===== config.mk =====
export PLATFORM = sky130hd
export DESIGN_NAME = spird_top
export DESIGN_NICKNAME = d
export VERILOG_FILES = /design/src/rtl/spird_pkg.sv /design/src/rtl/spird_fifo.sv /design/src/rtl/spird_seq.sv /design/src/rtl/spird_regs.sv /design/src/rtl/spird_top.sv
export SDC_FILE = /design/constraint.sdc
export NUM_CORES = 1
export LEC_CHECK = 0
export BUFFER_PORTS_ARGS = -buffer_cell sky130_fd_sc_hd__buf_4
export CORE_UTILIZATION = 62
export CTS_BUF_LIST = sky130_fd_sc_hd__clkbuf_16
export CTS_CLUSTER_DIAMETER = 120
export CTS_CLUSTER_SIZE = 10
export DETAILED_ROUTE_END_ITERATION = 6
export PLACE_DENSITY_LB_ADDON = 0.15
export SLEW_MARGIN = 20
export SYNTH_ARGS = -nofsm -noshare
export SYNTH_HDL_FRONTEND = slang
export SYNTH_HIERARCHICAL = 1
export SYNTH_SLANG_ARGS = --single-unit

===== constraint.sdc =====
create_clock -name pclk -period 6.1 [get_ports pclk]
set_input_delay 0.305 -clock pclk [delete_from_list [all_inputs] [get_ports pclk]]
set_output_delay 0.305 -clock pclk [all_outputs]
set_load 0.02 [all_outputs]

===== src/rtl/spird_pkg.sv =====
package spird_pkg;
    // register offsets decoded on paddr
    localparam logic [7:0] OFS_FMT  = 8'h10;
    localparam logic [7:0] OFS_XCTL = 8'h20;
    localparam logic [7:0] OFS_OPC  = 8'h24;
    localparam logic [7:0] OFS_ADR  = 8'h28;
    localparam logic [7:0] OFS_DAT  = 8'h2C;
    localparam logic [7:0] OFS_CTL  = 8'h30;
    localparam logic [7:0] OFS_STS  = 8'h34;
    localparam logic [7:0] OFS_TIM  = 8'h40;

    // transfer-control field positions
    localparam int XC_CMD_BIT  = 30;
    localparam int XC_ADR_BIT  = 29;
    localparam int XC_MODE_LO  = 24;
    localparam int CTL_FLUSH   = 1;
    localparam logic [3:0] MODE_RDONLY = 4'd2;

    // header lengths in bits
    localparam int OPC_BITS = 8;
    localparam int ADR_BITS = 24;
endpackage


===== src/rtl/spird_fifo.sv =====
module spird_fifo #(
    parameter int DW    = 32,
    parameter int DEPTH = 4
) (
    input  logic          clk,
    input  logic          rst_n,
    input  logic          clr,
    input  logic          push,
    input  logic [DW-1:0] wdata,
    input  logic          pop,
    output logic [DW-1:0] rdata,
    output logic          empty,
    output logic          full
);
    localparam int PTRW = (DEPTH > 1) ? $clog2(DEPTH) : 1;
    localparam int CNTW = $clog2(DEPTH + 1);
    localparam logic [PTRW-1:0] PTR_LAST = PTRW'(DEPTH - 1);
    localparam logic [CNTW-1:0] CNT_FULL = CNTW'(DEPTH);

    typedef struct packed {
        logic [PTRW-1:0] wp;
        logic [PTRW-1:0] rp;
        logic [CNTW-1:0] cnt;
    } fifo_st_t;

    fifo_st_t        st_d, st_q;
    logic [DW-1:0]   mem_q [DEPTH];
    logic            do_push, do_pop;

    assign empty   = (st_q.cnt == '0);
    assign full    = (st_q.cnt == CNT_FULL);
    assign do_push = push && !full && !clr;
    assign do_pop  = pop && !empty && !clr;
    assign rdata   = mem_q[st_q.rp];

    always_comb begin
        st_d = st_q;
        if (clr) begin
            st_d = '0;
        end else begin
            if (do_push) st_d.wp = (st_q.wp == PTR_LAST) ? '0 : st_q.wp + 1'b1;
            if (do_pop)  st_d.rp = (st_q.rp == PTR_LAST) ? '0 : st_q.rp + 1'b1;
            case ({do_push, do_pop})
                2'b10:   st_d.cnt = st_q.cnt + 1'b1;
                2'b01:   st_d.cnt = st_q.cnt - 1'b1;
                default: st_d.cnt = st_q.cnt;
            endcase
        end
    end

    always_ff @(posedge clk or negedge rst_n) begin
        if (!rst_n) st_q <= '0;
        else        st_q <= st_d;
    end

    always_ff @(posedge clk) begin
        if (do_push) mem_q[st_q.wp] <= wdata;
    end
endmodule


===== src/rtl/spird_seq.sv =====
module spird_seq #(
    parameter int DIVW = 8,
    parameter int CNTW = 9
) (
    input  logic            clk,
    input  logic            rst_n,
    input  logic            start,
    input  logic [7:0]      opcode,
    input  logic [23:0]     addr,
    input  logic            cmd_en,
    input  logic            addr_en,
    input  logic            rd_en,
    input  logic [CNTW-1:0] rd_cnt,
    input  logic [DIVW-1:0] div,
    input  logic            fifo_full,
    input  logic            miso,
    output logic            sclk,
    output logic            cs_n,
    output logic            mosi,
    output logic            busy,
    output logic            push,
    output logic [31:0]     push_word
);
    import spird_pkg::*;

    localparam int IDXW = CNTW + 4;

    typedef struct packed {
        logic            busy;
        logic            sclk;
        logic            cs_n;
        logic [31:0]     sh;
        logic [IDXW-1:0] idx;
        logic [IDXW-1:0] hdr;
        logic [IDXW-1:0] last;
        logic [DIVW-1:0] tcnt;
        logic [31:0]     acc;
        logic [1:0]      lane;
        logic [2:0]      bcnt;
        logic [7:0]      byt;
    } seq_st_t;

    seq_st_t         st_d, st_q;
    logic [IDXW-1:0] hdr_bits, rd_bits, tot_bits;
    logic [7:0]      byt_new;
    logic [31:0]     word_new;
    logic            in_read, stall;

    assign hdr_bits = (cmd_en  ? IDXW'(OPC_BITS) : '0)
                    + (addr_en ? IDXW'(ADR_BITS) : '0);
    assign rd_bits  = rd_en ? ((IDXW'(rd_cnt) + 1'b1) << 3) : '0;
    assign tot_bits = hdr_bits + rd_bits;

    assign in_read  = (st_q.idx >= st_q.hdr);
    assign stall    = !st_q.sclk && fifo_full && in_read;
    assign byt_new  = {st_q.byt[6:0], miso};
    assign word_new = st_q.acc | ({24'b0, byt_new} << {st_q.lane, 3'b000});

    always_comb begin
        st_d      = st_q;
        push      = 1'b0;
        push_word = word_new;
        if (!st_q.busy) begin
            if (start && tot_bits != '0) begin
                st_d.busy = 1'b1;
                st_d.cs_n = 1'b0;
                st_d.sclk = 1'b0;
                st_d.tcnt = '0;
                st_d.idx  = '0;
                st_d.hdr  = hdr_bits;
                st_d.last = tot_bits - 1'b1;
                st_d.sh   = cmd_en ? {opcode, addr} : {addr, 8'h00};
                st_d.acc  = '0;
                st_d.lane = '0;
                st_d.bcnt = '0;
            end
        end else if (!stall) begin
            if (st_q.tcnt != div) begin
                st_d.tcnt = st_q.tcnt + 1'b1;
            end else begin
                st_d.tcnt = '0;
                if (!st_q.sclk) begin
                    // rising edge: sample during the read phase
                    st_d.sclk = 1'b1;
                    if (in_read) begin
                        st_d.byt  = byt_new;
                        st_d.bcnt = st_q.bcnt + 1'b1;
                        if (st_q.bcnt == 3'd7) begin
                            if (st_q.lane == 2'd3 || st_q.idx == st_q.last) begin
                                push      = 1'b1;
                                st_d.acc  = '0;
                                st_d.lane = '0;
                            end else begin
                                st_d.acc  = word_new;
                                st_d.lane = st_q.lane + 1'b1;
                            end
                        end
                    end
                end else begin
                    // falling edge: advance or finish
                    st_d.sclk = 1'b0;
                    if (st_q.idx == st_q.last) begin
                        st_d.busy = 1'b0;
                        st_d.cs_n = 1'b1;
                        st_d.sh   = '0;
                    end else begin
                        st_d.idx = st_q.idx + 1'b1;
                        st_d.sh  = {st_q.sh[30:0], 1'b0};
                    end
                end
            end
        end
    end

    always_ff @(posedge clk or negedge rst_n) begin
        if (!rst_n) begin
            st_q      <= '0;
            st_q.cs_n <= 1'b1;
        end else begin
            st_q <= st_d;
        end
    end

    assign sclk = st_q.sclk;
    assign cs_n = st_q.cs_n;
    assign mosi = st_q.sh[31];
    assign busy = st_q.busy;
endmodule


===== src/rtl/spird_regs.sv =====
module spird_regs #(
    parameter int DIVW = 8,
    parameter int CNTW = 9
) (
    input  logic            clk,
    input  logic            rst_n,
    input  logic [7:0]      paddr,
    input  logic            psel,
    input  logic            penable,
    input  logic            pwrite,
    input  logic [31:0]     pwdata,
    output logic [31:0]     prdata,
    output logic            pready,
    input  logic            seq_busy,
    input  logic            fifo_empty,
    input  logic [31:0]     fifo_rdata,
    output logic            fifo_pop,
    output logic            fifo_clr,
    output logic            start,
    output logic [7:0]      opcode,
    output logic [23:0]     addr,
    output logic            cmd_en,
    output logic            addr_en,
    output logic            rd_en,
    output logic [CNTW-1:0] rd_cnt,
    output logic [DIVW-1:0] div
);
    import spird_pkg::*;

    typedef struct packed {
        logic [31:0]     fmt;
        logic [31:0]     xctl;
        logic [7:0]      opc;
        logic [31:0]     adr;
        logic [DIVW-1:0] tim;
        logic            start;
        logic            clr;
    } reg_st_t;

    reg_st_t st_d, st_q;
    logic    wr_acc, rd_dat;

    assign wr_acc   = psel && penable && pwrite;
    assign rd_dat   = psel && !pwrite && (paddr == OFS_DAT);
    assign pready   = !(rd_dat && fifo_empty);
    assign fifo_pop = rd_dat && penable && !fifo_empty;

    always_comb begin
        st_d       = st_q;
        st_d.start = 1'b0;
        st_d.clr   = 1'b0;
        if (wr_acc) begin
            case (paddr)
                OFS_FMT:  st_d.fmt  = pwdata;
                OFS_XCTL: st_d.xctl = pwdata;
                OFS_ADR:  st_d.adr  = pwdata;
                OFS_TIM:  st_d.tim  = pwdata[DIVW-1:0];
                OFS_CTL:  st_d.clr  = pwdata[CTL_FLUSH];
                OFS_OPC: begin
                    if (!seq_busy) begin
                        st_d.opc   = pwdata[7:0];
                        st_d.start = 1'b1;
                    end
                end
                default: ;
            endcase
        end
    end

    always_comb begin
        case (paddr)
            OFS_FMT:  prdata = st_q.fmt;
            OFS_XCTL: prdata = st_q.xctl;
            OFS_OPC:  prdata = {24'b0, st_q.opc};
            OFS_ADR:  prdata = st_q.adr;
            OFS_DAT:  prdata = fifo_rdata;
            OFS_STS:  prdata = {31'b0, seq_busy};
            OFS_TIM:  prdata = 32'(st_q.tim);
            default:  prdata = '0;
        endcase
    end

    always_ff @(posedge clk or negedge rst_n) begin
        if (!rst_n) st_q <= '0;
        else        st_q <= st_d;
    end

    assign start    = st_q.start;
    assign fifo_clr = st_q.clr;
    assign opcode   = st_q.opc;
    assign addr     = st_q.adr[23:0];
    assign cmd_en   = st_q.xctl[XC_CMD_BIT];
    assign addr_en  = st_q.xctl[XC_ADR_BIT];
    assign rd_en    = (st_q.xctl[XC_MODE_LO +: 4] == MODE_RDONLY);
    assign rd_cnt   = st_q.xctl[CNTW-1:0];
    assign div      = st_q.tim;
endmodule


===== src/rtl/spird_top.sv =====
module spird_top #(
    parameter int DIVW       = 8,
    parameter int CNTW       = 9,
    parameter int FIFO_DEPTH = 4
) (
    input  logic        pclk,
    input  logic        presetn,
    input  logic [7:0]  paddr,
    input  logic        psel,
    input  logic        penable,
    input  logic        pwrite,
    input  logic [31:0] pwdata,
    output logic [31:0] prdata,
    output logic        pready,
    output logic        spi_sclk,
    output logic        spi_cs_n,
    output logic        spi_mosi,
    input  logic        spi_miso
);
    logic            seq_busy, seq_push, seq_start;
    logic [31:0]     seq_word, fifo_rdata;
    logic            fifo_empty, fifo_full, fifo_pop, fifo_clr;
    logic [7:0]      cfg_opc;
    logic [23:0]     cfg_adr;
    logic            cfg_cmd, cfg_adr_en, cfg_rd;
    logic [CNTW-1:0] cfg_cnt;
    logic [DIVW-1:0] cfg_div;

    spird_regs #(.DIVW(DIVW), .CNTW(CNTW)) u_regs (
        .clk(pclk), .rst_n(presetn),
        .paddr(paddr), .psel(psel), .penable(penable), .pwrite(pwrite),
        .pwdata(pwdata), .prdata(prdata), .pready(pready),
        .seq_busy(seq_busy), .fifo_empty(fifo_empty), .fifo_rdata(fifo_rdata),
        .fifo_pop(fifo_pop), .fifo_clr(fifo_clr), .start(seq_start),
        .opcode(cfg_opc), .addr(cfg_adr), .cmd_en(cfg_cmd), .addr_en(cfg_adr_en),
        .rd_en(cfg_rd), .rd_cnt(cfg_cnt), .div(cfg_div)
    );

    spird_seq #(.DIVW(DIVW), .CNTW(CNTW)) u_seq (
        .clk(pclk), .rst_n(presetn), .start(seq_start),
        .opcode(cfg_opc), .addr(cfg_adr), .cmd_en(cfg_cmd), .addr_en(cfg_adr_en),
        .rd_en(cfg_rd), .rd_cnt(cfg_cnt), .div(cfg_div), .fifo_full(fifo_full),
        .miso(spi_miso), .sclk(spi_sclk), .cs_n(spi_cs_n), .mosi(spi_mosi),
        .busy(seq_busy), .push(seq_push), .push_word(seq_word)
    );

    spird_fifo #(.DW(32), .DEPTH(FIFO_DEPTH)) u_fifo (
        .clk(pclk), .rst_n(presetn), .clr(fifo_clr),
        .push(seq_push), .wdata(seq_word), .pop(fifo_pop),
        .rdata(fifo_rdata), .empty(fifo_empty), .full(fifo_full)
    );
endmodule


==> summary.txt <==
Status
  • Outcome: finished clean

Power
  • Power per Cell Area: 251 nW/µm²
  • Combinational share of power: 0.029
  • LEAKAGE: 0.00868 µW
  • Cell Int Power: 3850 µW
  • Sw Pwr: 1080 µW
  • Clock network power share: 0.456
  • Sequential share of power: 0.515
  • Switching Fraction: 0.219
  • Maximum vdd drop: 233 µV

Global route
  • GRT Resource Usage Total: 0.294
  • Vias in the first global route: 11.1k
  • First-pass GRT wire length: 64800 µm
  • Largest net degree at the start of global routing: 120
  • Global route overflow: 0
  • Initial antenna violation count: 0

CTS
  • # hold bufs at CTS: 5
  • CTS Buf Count: 42
  • Clk slew on worst S/H paths: 0.06 ns
  • Clk Latency, worst-skew pair: between 0.5 and 0.6 ns
  • Deepest clock path buffer count: 3
  • TritonCTS clock tree: built
  • Clk root buf: clkbuf_16
  • CTS Sinks: 363
  • CTS resizes: 0
  • # H-tree levels: 2
  • Post-CTS setup buffers: 0

Timing
  • Max frequency: 225 MHz
  • Setup-failing EPs final: 0
  • Endpoints failing hold: 0
  • Slew Viols, Final: 0
  • Tcrit/Tclk final: 0.730
  • Setup TNS: 0 ns
  • RSZ-0062 raised after global routing: false
  • Final clock skew: about 0.023 ns
  • Worst slew margin: 0.315
  • Least-Margin Pin Slew: 1.03 ns
  • Minimum clock period: around 4.5 ns

Synth
  • Number of synthesized flops with an enable pin: approximately 130
  • Post-synthesis sequential area ratio: 0.548
  • Top-area cell type share of the netlist area: 0.330
  • Asr flop ratio synth: 0.647
  • Synthesized area: 17800 µm²
  • Leading area contributor after synthesis: dfrtp_1
  • Cell count after synthesis: 1339
  • Post-Syn Nets: approximately 1.4k
  • Yosys reg bits: 363
  • Syn. warnings: 6
  • Syn_area_per_cell: 13.3 µm²
  • Top FF cell, synth: dfrtp_1
  • Synth cell types: 82
  • Ranking of synthesized cells by area: dfrtp_1 (33%), edfxtp_1 (22%), mux2_2 (8.1%)

Floorplan
  • Chip width: 171 µm
  • Num ports: 82
  • Full die area: around 29000 µm²
  • Row count: 61
  • Die H: 171 µm
  • Initial Util: 0.634
  • Core area: around 28000 µm²

Cells and area
  • ANT cells: 0
  • Post-Layout Inst Area: 19600 µm²
  • Commonest non-fill, non-tap cell in the layout: dfrtp_1
  • Layout cells sized above 1: 0.262
  • Syn-to-layout area delta: 10.5%
  • Most frequent cells in the layout: dfrtp_1 (233), edfxtp_1 (128), mux2_2 (127), buf_4 (104), inv_1 (75)
  • Final #Nets: 1431
  • Filler cells: 1915

Worst setup path
  • R2R setup slack: 1.65 ns
  • CP required: 6.52 ns
  • WP data arrival: 4.87 ns
  • Critical Path Source: u_regs/st_q[75]
  • Worst setup path category: flip-flop to flip-flop
  • Critical Path End Type: flip-flop
  • Worst setup SP type: flip-flop
  • R2r endpoint: u_seq/st_q[114]
  • FF-to-FF path depth: 14
  • Crit-path max FO: 26
  • Worst r2r src: u_regs/st_q[75]

Placement
  • Final Wtd Congestion: 0.892
  • I/O Buffers: 81
  • Placed cell area: roughly 18000 µm²
  • Post-DP HPWL: 27300 µm

Min path
  • Cell count of the worst hold path: 2
  • Hold Startpoint: pwdata[18]
  • Hold Path End: u_regs/addr[18]
  • HP Class: input port to flip-flop

Run
  • Max-Cap Viols: 0

Drt
  • Routed Antenna Nets: 0
  • DRT Pass-1 Iters: 7
  • Drt initial violations: 1079
  • Drt total wl: 42000 µm
  • Vias/cell: 6.41
  • DRC: 0
  • Via count: around 11k
  • Avg WL per Cell: between 20 and 25 µm
[state kept, by name, indices dropped and copies added (netlist names)]
register	count
u_regs/cmd_en	1
u_seq/mosi	1
u_seq/byt_new	7
u_seq/busy	1
u_regs/opcode	8
u_regs/addr_en	1
u_fifo/st_q	7
u_regs/st_q	61
u_regs/rd_cnt	9
u_fifo/mem_q	128
u_seq/sclk	1
u_regs/fifo_clr	1
u_regs/div	8
u_seq/cs_n	1
u_seq/st_q	103
u_regs/addr	24
u_regs/start	1
[worst max-delay path by stage]
stage                     slack (ns)  depth (start not counted)               to
after floorplan                 1.85                         17  u_seq/st_q[121]
after global placement          1.60                         13       u_seq/mosi
after detailed placement        1.73                         14  u_seq/st_q[117]
after CTS                       1.65                         14  u_seq/st_q[114]
after global routing            1.38                         14  u_seq/st_q[111]
final                           1.65                         14  u_seq/st_q[114]
[kinds of logic after synthesis]
logic type,after synthesis,synth area share
AND/OR/NAND/NOR,236,0.0803
AO/OA/AOI/OAI,263,0.113
adder cells (fa/ha/maj),24,0.0178
buffers and inverters,184,0.0567
multiplexers,233,0.167
XOR/XNOR,36,0.0178
flip-flops,363,0.548
[layer usage]
metal | share of wire | vias up | routed length (µm) | global-route usage
met5 | 0.0015 | - | 64 | 0.0174
met4 | 0.030 | 2 | 1250 | 0.0947
met3 | 0.053 | 85 | 2240 | 0.0444
met2 | 0.48 | 359 | 20300 | 0.475
met1 | 0.43 | 5805 | 18100 | 0.409
li1 | - | 5062 | - | -
[area by class of cell]
type | count | area (µm²) | share of cell area
clock buffers | 43 | 1080 | 0.0548
repair buffers | 112 | 893 | 0.0455
multi-input cells | 792 | 7110 | 0.362
clock inverters | 28 | 153 | 0.00778
well taps | 378 | 473 | 0.0241
flip-flops and latches | 363 | 9730 | 0.496
inverters | 50 | 188 | 0.00957
[critical path, stage by stage, from the launching register on]
cell and delay, ns:
dfrtp_1 0.39, nor4b_2 0.16, buf_4 0.18, nor2b_1 0.15, ha_1 0.24, fa_1 0.44
a21oi_1 0.29, nor4_4 0.11, or4_1 0.54, nor2_1 0.14, nor3_2 0.11, o31ai_4 0.76
buf_4 0.42, o2bb2ai_1 0.10, mux2_1 0.28
[cells in the mapped netlist, types with 32 or more instances]
master	n
dfrtp_1	234
edfxtp_1	128
mux2_2	127
o2bb2ai_1	68
a21oi_1	53
buf_4	53
inv_1	50
mux2i_1	47
clkbuf_1	44
nand2_1	36
mux4_2	32
nor2_1	32
[stage by stage]
stage / hold WS [ns] / cells / setup WS [ns] / utilization / power (µW)
4_1_cts: 0.00327 / 1766 / 1.65 / 0.700 / 4960
3_3_place_gp: 0.435 / 1689 / 1.60 / 0.653 / 2720
5_1_grt: 0.00713 / 1766 / 1.38 / 0.700 / 5070
6_report: 0.0147 / 1766 / 1.65 / 0.700 / 4930
2_1_floorplan: 0.00941 / 1339 / 1.85 / - / 2640
3_5_place_dp: 0.426 / 1690 / 1.73 / 0.655 / 2720
[power by group through the flow]
stage / registers [µW] / logic, µW / clock network, µW
floorplan: 2580 / 60.1 / 0
global placement: 2580 / 139 / 0
detailed placement: 2580 / 140 / 0
CTS: 2540 / 143 / 2280
global route: 2540 / 156 / 2380
finish: 2540 / 143 / 2250
(Power assumes the default switching activity.)
